File: src/rtl/fx_pkg.sv
package fx_pkg;
    typedef enum logic {
        OP_ENROLL = 1'b0,
        OP_REPRO  = 1'b1
    } fx_op_e;
endpackage

File: src/rtl/fx_rep_codec.sv
module fx_rep_codec #(
    parameter int REP = 3
) (
    input  logic           bit_in,
    input  logic [REP-1:0] vote_in,
    output logic [REP-1:0] code_o,
    output logic           maj_o,
    output logic           mixed_o
);
    localparam int CW = $clog2(REP + 1);

    logic [CW-1:0] ones;

    generate
        for (genvar g = 0; g < REP; g++) begin : g_copy
            assign code_o[g] = bit_in;
        end
    endgenerate

    always_comb begin
        ones = '0;
        for (int k = 0; k < REP; k++) begin
            ones = ones + CW'(vote_in[k]);
        end
    end

    assign maj_o   = (ones > CW'(REP / 2));
    assign mixed_o = (ones != '0) && (ones != CW'(REP));
endmodule

File: src/rtl/fx_ctrl.sv
module fx_ctrl
    import fx_pkg::*;
#(
    parameter int NG = 128,
    localparam int IW = (NG > 1) ? $clog2(NG) : 1
) (
    input  logic   clk,
    input  logic   rst_n,
    input  logic   cmd_valid,
    input  fx_op_e cmd_op,
    output logic   start_o,
    output logic   step_o,
    output fx_op_e op_o,
    output logic   done_o
);
    typedef struct packed {
        logic          busy;
        logic [IW-1:0] idx;
        fx_op_e        op;
        logic          done;
    } ctrl_t;

    ctrl_t ctrl_d, ctrl_q;
    logic  start;

    always_comb begin
        ctrl_d      = ctrl_q;
        ctrl_d.done = 1'b0;
        start       = cmd_valid && !ctrl_q.busy;
        if (start) begin
            ctrl_d.busy = 1'b1;
            ctrl_d.idx  = '0;
            ctrl_d.op   = cmd_op;
        end else if (ctrl_q.busy) begin
            if (ctrl_q.idx == IW'(NG - 1)) begin
                ctrl_d.busy = 1'b0;
                ctrl_d.idx  = '0;
                ctrl_d.done = 1'b1;
            end else begin
                ctrl_d.idx = ctrl_q.idx + 1'b1;
            end
        end
    end

    always_ff @(posedge clk or negedge rst_n) begin
        if (!rst_n) begin
            ctrl_q <= '{busy: 1'b0, idx: '0, op: OP_ENROLL, done: 1'b0};
        end else begin
            ctrl_q <= ctrl_d;
        end
    end

    assign start_o = start;
    assign step_o  = ctrl_q.busy;
    assign op_o    = ctrl_q.op;
    assign done_o  = ctrl_q.done;

    AST_ACCEPT_IDLE: assert property (@(posedge clk) disable iff (!rst_n)
        (cmd_valid && !ctrl_q.busy) |=> (ctrl_q.busy && ctrl_q.idx == '0));
    AST_BUSY_IGNORES: assert property (@(posedge clk) disable iff (!rst_n)
        (ctrl_q.busy && ctrl_q.idx != IW'(NG - 1)) |=> (ctrl_q.busy && ctrl_q.op == $past(ctrl_q.op)));
    AST_DONE_AFTER_LAST: assert property (@(posedge clk) disable iff (!rst_n)
        (ctrl_q.busy && ctrl_q.idx == IW'(NG - 1)) |=> (ctrl_q.done && !ctrl_q.busy));
    AST_DONE_PULSE: assert property (@(posedge clk) disable iff (!rst_n)
        ctrl_q.done |=> !ctrl_q.done);
    AST_DONE_IDLE: assert property (@(posedge clk) disable iff (!rst_n)
        ctrl_q.done |-> !ctrl_q.busy);
endmodule

File: src/rtl/fx_datapath.sv
module fx_datapath
    import fx_pkg::*;
#(
    parameter int SEC_W = 128,
    parameter int REP   = 3,
    localparam int RSP_W = SEC_W * REP,
    localparam int CNT_W = $clog2(SEC_W + 1)
) (
    input  logic             clk,
    input  logic             rst_n,
    input  logic             start,
    input  fx_op_e           start_op,
    input  logic             step,
    input  fx_op_e           run_op,
    input  logic [RSP_W-1:0] resp_in,
    input  logic [SEC_W-1:0] rand_in,
    input  logic [RSP_W-1:0] helper_in,
    output logic [RSP_W-1:0] helper_out,
    output logic [SEC_W-1:0] secret_out,
    output logic [CNT_W-1:0] err_groups
);
    typedef struct packed {
        logic [RSP_W-1:0] resp_sr;
        logic [RSP_W-1:0] help_sr;
        logic [SEC_W-1:0] rand_sr;
        logic [RSP_W-1:0] help_out;
        logic [SEC_W-1:0] sec_out;
        logic [CNT_W-1:0] err;
    } dp_t;

    dp_t dp_d, dp_q;

    logic [REP-1:0] code_grp;
    logic [REP-1:0] noisy_grp;
    logic           maj_bit;
    logic           mixed;

    assign noisy_grp = dp_q.help_sr[REP-1:0] ^ dp_q.resp_sr[REP-1:0];

    fx_rep_codec #(.REP(REP)) u_codec (
        .bit_in  (dp_q.rand_sr[0]),
        .vote_in (noisy_grp),
        .code_o  (code_grp),
        .maj_o   (maj_bit),
        .mixed_o (mixed)
    );

    always_comb begin
        dp_d = dp_q;
        if (start) begin
            dp_d.resp_sr = resp_in;
            dp_d.help_sr = helper_in;
            dp_d.rand_sr = rand_in;
            dp_d.err     = '0;
            if (start_op == OP_ENROLL) begin
                dp_d.help_out = '0;
            end else begin
                dp_d.sec_out = '0;
            end
        end else if (step) begin
            dp_d.resp_sr = dp_q.resp_sr >> REP;
            dp_d.help_sr = dp_q.help_sr >> REP;
            dp_d.rand_sr = dp_q.rand_sr >> 1;
            if (run_op == OP_ENROLL) begin
                dp_d.help_out = {code_grp ^ dp_q.resp_sr[REP-1:0], dp_q.help_out[RSP_W-1:REP]};
            end else begin
                dp_d.sec_out = {maj_bit, dp_q.sec_out[SEC_W-1:1]};
                dp_d.err     = dp_q.err + CNT_W'(mixed);
            end
        end
    end

    always_ff @(posedge clk or negedge rst_n) begin
        if (!rst_n) begin
            dp_q <= '0;
        end else begin
            dp_q <= dp_d;
        end
    end

    assign helper_out = dp_q.help_out;
    assign secret_out = dp_q.sec_out;
    assign err_groups = dp_q.err;

    AST_NO_OVERFLOW: assert property (@(posedge clk) disable iff (!rst_n)
        dp_q.err <= CNT_W'(SEC_W));
    AST_ERR_STEP: assert property (@(posedge clk) disable iff (!rst_n)
        (step && !start) |=> (dp_q.err == $past(dp_q.err) || dp_q.err == $past(dp_q.err) + 1'b1));
    AST_START_CLEARS: assert property (@(posedge clk) disable iff (!rst_n)
        start |=> (dp_q.err == '0));
    AST_HELPER_HOLD: assert property (@(posedge clk) disable iff (!rst_n)
        ((start && start_op == OP_REPRO) || (!start && step && run_op == OP_REPRO)) |=> $stable(dp_q.help_out));
    AST_SECRET_HOLD: assert property (@(posedge clk) disable iff (!rst_n)
        ((start && start_op == OP_ENROLL) || (!start && step && run_op == OP_ENROLL)) |=> $stable(dp_q.sec_out));
    AST_IDLE_HOLD: assert property (@(posedge clk) disable iff (!rst_n)
        (!start && !step) |=> ($stable(dp_q.sec_out) && $stable(dp_q.help_out) && $stable(dp_q.err)));
endmodule

File: src/rtl/fuzzy_extractor.sv
module fuzzy_extractor
    import fx_pkg::*;
#(
    parameter int SEC_W = 128,
    parameter int REP   = 3,
    localparam int RSP_W = SEC_W * REP,
    localparam int CNT_W = $clog2(SEC_W + 1)
) (
    input  logic             clk,
    input  logic             rst_n,
    input  logic             cmd_valid,
    input  logic             cmd_op,
    input  logic [RSP_W-1:0] resp_in,
    input  logic [SEC_W-1:0] rand_in,
    input  logic [RSP_W-1:0] helper_in,
    output logic [RSP_W-1:0] helper_out,
    output logic [SEC_W-1:0] secret_out,
    output logic             busy,
    output logic             done,
    output logic [CNT_W-1:0] err_groups
);
    logic   start;
    logic   step;
    fx_op_e run_op;
    fx_op_e req_op;

    assign req_op = fx_op_e'(cmd_op);

    fx_ctrl #(.NG(SEC_W)) u_ctrl (
        .clk       (clk),
        .rst_n     (rst_n),
        .cmd_valid (cmd_valid),
        .cmd_op    (req_op),
        .start_o   (start),
        .step_o    (step),
        .op_o      (run_op),
        .done_o    (done)
    );

    fx_datapath #(.SEC_W(SEC_W), .REP(REP)) u_dp (
        .clk        (clk),
        .rst_n      (rst_n),
        .start      (start),
        .start_op   (req_op),
        .step       (step),
        .run_op     (run_op),
        .resp_in    (resp_in),
        .rand_in    (rand_in),
        .helper_in  (helper_in),
        .helper_out (helper_out),
        .secret_out (secret_out),
        .err_groups (err_groups)
    );

    assign busy = step;

    AST_RESULT_STEADY: assert property (@(posedge clk) disable iff (!rst_n)
        (done && !cmd_valid) |=> ($stable(secret_out) && $stable(helper_out)));
endmodule

File: config.mk
export PLATFORM = sky130hd
export DESIGN_NAME = fuzzy_extractor
export DESIGN_NICKNAME = d
export VERILOG_FILES = /design/src/rtl/fx_pkg.sv /design/src/rtl/fx_rep_codec.sv /design/src/rtl/fx_ctrl.sv /design/src/rtl/fx_datapath.sv /design/src/rtl/fuzzy_extractor.sv
export SDC_FILE = /design/constraint.sdc
export NUM_CORES = 2
export LEC_CHECK = 0
export BUFFER_PORTS_ARGS = -buffer_cell sky130_fd_sc_hd__buf_4
export CORE_AREA = 4 4 546 548
export CTS_BUF_LIST = sky130_fd_sc_hd__clkbuf_16
export DETAILED_ROUTE_END_ITERATION = 6
export DIE_AREA = 0 0 550 552
export PLACE_DENSITY_LB_ADDON = 0.2
export SETUP_SLACK_MARGIN = 0.3
export SYNTH_ARGS = -nofsm -noshare
export SYNTH_HDL_FRONTEND = slang
export SYNTH_SLANG_ARGS = --single-unit
File: constraint.sdc
create_clock -name clk -period 2.34 [get_ports clk]
set_input_delay 0.351 -clock clk [delete_from_list [all_inputs] [get_ports clk]]
set_output_delay 0.351 -clock clk [all_outputs]
set_load 0.05 [all_outputs]
Word-level counts from Yosys, hierarchy flattened. Cells that the tools add are included.

Add/subtract/negate cells: 4. $mul: 0. Div/mod/pow operators: 0. Magnitude comparators: 1. Eq/ne operators: 5. Shift operators: 0. Mux-type cells: 13. Bitwise gates (word level): 2. Reduce and logical (&&, ||, !) cells: 9.

Operator list (count): $mux W1416 (2); $mux W384 (2); $mux W136 (1); $mux W128 (1); $mux W8 (2); $add A8 B1 Y8 (1); $ne A2 B2 Y1 const B (4); $add A7 B1 Y7 const B (1); $eq A7 B7 Y1 const B (1); $mux W7 (1); $reduce_and A3 Y1 (2); $reduce_bool A2 Y1 (3); $xor A3 B3 Y3 (2); $mux W1 (4); $add A1 B1 Y2 (1); $add A2 B1 Y2 (1); $gt A2 B1 Y1 const B (1); $logic_and A1 B1 Y1 (2); $reduce_and A2 Y1 (1); $logic_not A1 Y1 (1).

Flip-flop bits (word level): 1426. Bits in latches: 0. Bits in writable memories: 0. Memory bits (read-only): 0. Input bits: 900. Logic and storage cells: 44. Memories kept: 0.

Logic depth before layout (Yosys ltp).
Depth after elaboration: 9. Gate-level depth with buffers: 8. Mapped depth without buffers: 8.

Modules after synthesis. From an unflattened synthesis, not the netlist that was laid out.

Cell total of the unflattened synthesis: 5653. Area, all modules: 63414.6 µm².

By module, submodules not included: fx_datapath (times used 1, cells an instance 5600, area an instance 62881.6 µm²); fx_ctrl (times used 1, cells an instance 46, area an instance 470.5 µm²); fx_rep_codec (times used 1, cells an instance 7, area an instance 62.6 µm²).

Worst setup path before layout. OpenSTA, ideal clock, no wires.

Kind: flip-flop to flip-flop. From: register u_dp.dp_q[1034] in the netlist's numbering. To: register u_dp.dp_q (netlist bit u_dp.err_groups[6]). Setup time: 0.079 ns. Data arrival time: 1.989 ns. Required time: 2.261 ns. Setup slack: 0.272 ns. Stages on the path, launching flop included: 9. Path buffers: 0. Clock period less this slack: 2.068 ns. Path through: dfrtp_1 xnor2_1 fa_1 xor2_1 ha_1 ha_1 and3_1 nand4_1 mux2i_1.

Cells in the longest elaborated chain, start to end: 8.

Ends and longest elaborated chain: start, declared (RTL line fx_datapath.sv:31) `dp_t dp_d, dp_q;`; start signal, assigned (RTL line fx_datapath.sv:77) `dp_q <= dp_d;`; $xor A3 B3 Y3 (*) (RTL line fx_datapath.sv:38) `assign noisy_grp = dp_q.help_sr[REP-1:0] ^ dp_q.resp_sr[REP-1:0];`; $add A2 B1 Y2 (*) (RTL line fx_rep_codec.sv:23) `ones = ones + CW'(vote_in[k]);`; $ne A2 B2 Y1 or $reduce_bool A2 Y1 (tied branches) (RTL line fx_rep_codec.sv:28) `assign mixed_o = (ones != '0) && (ones != CW'(REP));`; $logic_and A1 B1 Y1 (*) (RTL line fx_rep_codec.sv:28); $add A8 B1 Y8 (*) (RTL line fx_datapath.sv:68) `dp_d.err = dp_q.err + CNT_W'(mixed);`; $mux W136 (*) (RTL line fx_datapath.sv:64) `if (run_op == OP_ENROLL) begin`; $mux W1416 (*) (RTL line fx_datapath.sv:60) `end else if (step) begin`; $mux W1416 (*) (RTL line fx_datapath.sv:50) `if (start) begin`.

Every way passes the cells marked *; elsewhere a longest branch is shown, timed or not. The select of a mux whose other input is x is not followed. A chain may end at the register's enable or synchronous reset.

Worst setup path after layout.
From: register u_dp.dp_q[648] in the netlist's numbering. To: register u_dp.dp_q (netlist bit u_dp.err_groups[7]).

Cells in the longest elaborated chain, start to end: 9.

Ends and longest elaborated chain (RTL line): $xor A3 B3 Y3 (*) (fx_datapath.sv:38); $add A1 B1 Y2 (*) (fx_rep_codec.sv:23); $add A2 B1 Y2 (*) (fx_rep_codec.sv:23); $ne A2 B2 Y1 or $reduce_bool A2 Y1 (tied branches) (fx_rep_codec.sv:28); $logic_and A1 B1 Y1 (*) (fx_rep_codec.sv:28); $add A8 B1 Y8 (*) (fx_datapath.sv:68); $mux W136 (*) (fx_datapath.sv:64); $mux W1416 (*) (fx_datapath.sv:60); $mux W1416 (*) (fx_datapath.sv:50).

Marked as above.

==> impl_metrics.py <==
metrics = {
    "run_status": {
        "status": "finished, violations left",
        "violations": "setup timing",
    },
    "drt": {
        "drc": 0,
        "drt_first_pass_iters": 6,
        "via_per_inst": 4.369,
        "vias": 50349,
        "wl_um": 243200,
        "dr.first_iter.drc_count": 3392,
        "ant_nets": 0,
        "wire_per_inst_um": 21.10,
    },
    "synthesis": {
        "synth-seq-cells": 1426,
        "synth_cell_types": 32,
        "yosysTopAreaCell": "dfrtp_1",
        "yosys.area.top_type_share_pct": 55.90,
        "synth.most_common_cell": "dfrtp_1",
        "avgSynthCellArea_um2": 11.25,
        "synthTopCellsByArea": "dfrtp_1, mux2i_1, o21ai_0, buf_4, a32o_1",
        "synth_seq_area_share_pct": 55.90,
        "yosys_warnings": 0,
        "synth.net_count": 6579,
        "synth.top_cells.by_count": "dfrtp_1, nand2_1, mux2i_1",
        "synth_edf_count": 0,
        "ys_async_sr_fraction_pct": 100.0,
        "syn-cell-area_um2": 63840,
        "synth_cells": 5675,
        "synth_top_flop_cell": "dfrtp_1",
    },
    "clocking": {
        "clk_pin_slew_worst_paths_ns": 0.06,
        "cts_made_buffers": 179,
        "clock_sinks": 1426,
        "clockBufferDepth": 4,
        "h-tree-depth": 4,
        "clock_latency_ns": 0.80,
        "cts_root_buffer": "clkbuf_16",
        "cts_tree": "built",
    },
    "die": {
        "dieArea_um2": 303600,
        "start_util_pct": 21.78,
        "ios": 1422,
        "core_um2": 293100,
        "fp.dieW_um": 550,
        "die_h_um": 552,
        "num_rows": 199,
    },
    "critical_path": {
        "arrival_ns": 3.01,
        "start_kind": "register",
        "r2r_end": "u_dp.err_groups[7]$_DFFE_PN0P_",
        "crit_type": "register to register",
        "rrSetupSlack_ns": -0.004,
        "path_max_fanout": 4,
        "required_ns": 3.01,
        "reg2reg_from": "u_dp.dp_q[648]$_DFFE_PN0P_",
        "endpoint_kind": "register",
        "ff2ff_path_depth": 9,
    },
    "sta": {
        "period_needed_ns": 2.344,
        "rsz0062_at_grt": "yes",
        "final-setup-viol-count": 1,
        "tightestPinTransition_ns": 0.7992,
        "slew_viol_final": 0,
        "relSlewSlack_pct": 46.72,
        "finClkSkew_ns": 0.02738,
        "max_freq_mhz": 426.7,
        "finalCritPeriodShare_pct": 100.2,
        "finalWorstSetupSlack_ns": -0.003546,
        "finalHoldViolCount": 0,
    },
    "global_routing": {
        "grt_max_degree": 161,
        "grt_usage_pct": 15.20,
        "grt_pass1_wl_um": 355200,
        "overflow": 0,
        "grt_pass1_vias": 52695,
        "antenna_found_initial": 114,
    },
    "final_layout": {
        "drive_gt1_share_pct": 24.93,
        "fill_cells": 30340,
        "final_area_um2": 90820,
        "fin_nets": 8290,
        "area_growth_pct": 42.27,
    },
    "placed_design": {
        "post-place-ws_ns": -0.08022,
        "hpwl_um": 177300,
        "gp_congestion": 0.8253,
        "io_buffers": 1421,
        "place_area_um2": 75650,
    },
    "power": {
        "p_per_area_nw_per_um2": 968.8,
        "leakagePower_nw": 43.93,
        "max-vdd-ir-drop_uv": 860.9,
    },
    "run": {
        "cap_violations": 0,
    },
    "worst_hold_path": {
        "hold_path.class": "primary input to asynchronous set/reset pin",
    },
}
==> registers in the layout, indices dropped and copies added (netlist names) <==
register,count
u_ctrl.ctrl_q,7
u_dp.helper_out,384
u_ctrl.op_o,1
u_dp.dp_q,896
u_ctrl.step_o,1
u_ctrl.done_o,1
u_dp.secret_out,128
u_dp.err_groups,8
==> area by class of cell <==
class	count	area, um^2	area share (%)
antenna	88	220.2	0.2425
timing repair buffer	2507	22200	24.44
sequential	1426	35710	39.31
clock inverter	134	938.4	1.033
multi-input combinational	3269	22360	24.62
inverter	3	18.77	0.02066
tap	3919	4903	5.399
clock buffer	179	4479	4.932
==> worst max-delay path: stages, from the launching register on <==
cell and delay (ns):
dfrtp_1 0.41, xnor2_2 0.16, fa_2 0.59, xor2_2 0.18, buf_6 0.15, ha_4 0.14
nand4_1 0.13, buf_4 0.20, o211ai_1 0.15, o31ai_1 0.10
==> per-layer routing <==
metal	track usage [%]	vias up	share of wire [%]
met5	0	-	0.12
met4	4.449	54	2.7
met3	3.870	372	6.7
met2	26.72	1513	50
met1	18.18	25151	40
li1	-	23259	-
==> report_power, final <==
part | switching [W] | leakage, nW | internal [W]
registers | 0.00506 | 18.5 | 0.0322
clock network | 0.0113 | 2.82 | 0.0150
logic | 0.0147 | 22.6 | 0.00983
total | 0.0310 | 43.9 | 0.0570
==> cell usage in the layout (no fill, tap or decap), types with 4 or more instances in the layout <==
cell           netlist  final
buf_6                0      6
inv_6                0      7
buf_16               0     11
bufinv_16            0     10
a22o_1             129    129
inv_1                2     48
bufbuf_16            0      4
mux2i_1            898    898
nand3_1              6      5
clkbuf_16            0    183
nand2_1            901    899
clkinv_1             0     34
dlygate4sd3_1        0    899
xor2_1               6      5
a32o_1             384    384
dfrtp_2              0     15
diode_2              0     88
buf_4              530   1526
buf_12               0     57
clkinv_2             0     24
nor2_1              14     13
dfrtp_1           1426   1410
o21ai_0            896    894
clkinvlp_4           0      7
==> what timing repair did <==
| item | in CTS | in global routing |
|---|---|---|
| gates cloned | 5 | 4 |
| setup endpoints to repair | 98 | 77 |
| hold buffers | 899 | 0 |
| endpoints found under the hold margin | 1404 | 0 |
| setup buffers | 6 | 3 |
| pin swaps | 3 | 3 |
| resized for setup | 39 | 13 |
==> metrics by stage <==
stage	std cells	util (%)	hold slack (ns)	TNS, ns	total power [W]
2_1_floorplan	5675	-	0.05541	0	0.05150
3_3_place_gp	10207	25.82	0.2677	-0.5801	0.05968
3_5_place_dp	10207	25.82	0.2635	-0.1921	0.06009
4_1_cts	11430	30.85	0.005721	-0.02831	0.08925
5_1_grt	11503	30.97	0.04257	-0.3265	0.09352
6_report	11525	30.99	0.05983	-0.003546	0.08798
==> logic make-up (layout without fill, tap and decap cells) <==
family | Yosys count | count (layout) | share of synthesized area [%]
adders and majority gates | 4 | 4 | 0.09017
muxes | 898 | 898 | 14.08
DFF | 1426 | 1426 | 55.90
xor gates and xnor gates | 12 | 12 | 0.1646
and+or+nand+nor | 935 | 935 | 5.580
buffers and inverters | 980 | 2823 | 9.243
other | 0 | 88 | 0
AOI/OAI and AO/OA | 1420 | 1420 | 14.94
==> worst max-delay path by stage <==
stage | start | endpoint | slack, ns | cells after the start
2_1_floorplan | u_dp.dp_q[1033]$_DFFE_PN0P_ | u_dp.err_groups[6]$_DFFE_PN0P_ | 0.28 | 8
3_3_place_gp | u_dp.dp_q[650]$_DFFE_PN0P_ | u_dp.err_groups[6]$_DFFE_PN0P_ | -0.19 | 9
3_5_place_dp | u_dp.dp_q[1033]$_DFFE_PN0P_ | u_dp.err_groups[6]$_DFFE_PN0P_ | -0.08 | 9
4_1_cts | u_dp.dp_q[1034]$_DFFE_PN0P_ | u_dp.err_groups[5]$_DFFE_PN0P_ | -0.02 | 8
5_1_grt | u_dp.dp_q[648]$_DFFE_PN0P_ | u_dp.err_groups[5]$_DFFE_PN0P_ | -0.10 | 8
6_report | u_dp.dp_q[648]$_DFFE_PN0P_ | u_dp.err_groups[7]$_DFFE_PN0P_ | -0.004 | 9
No activity file was read; power rests on OpenSTA's default activity.
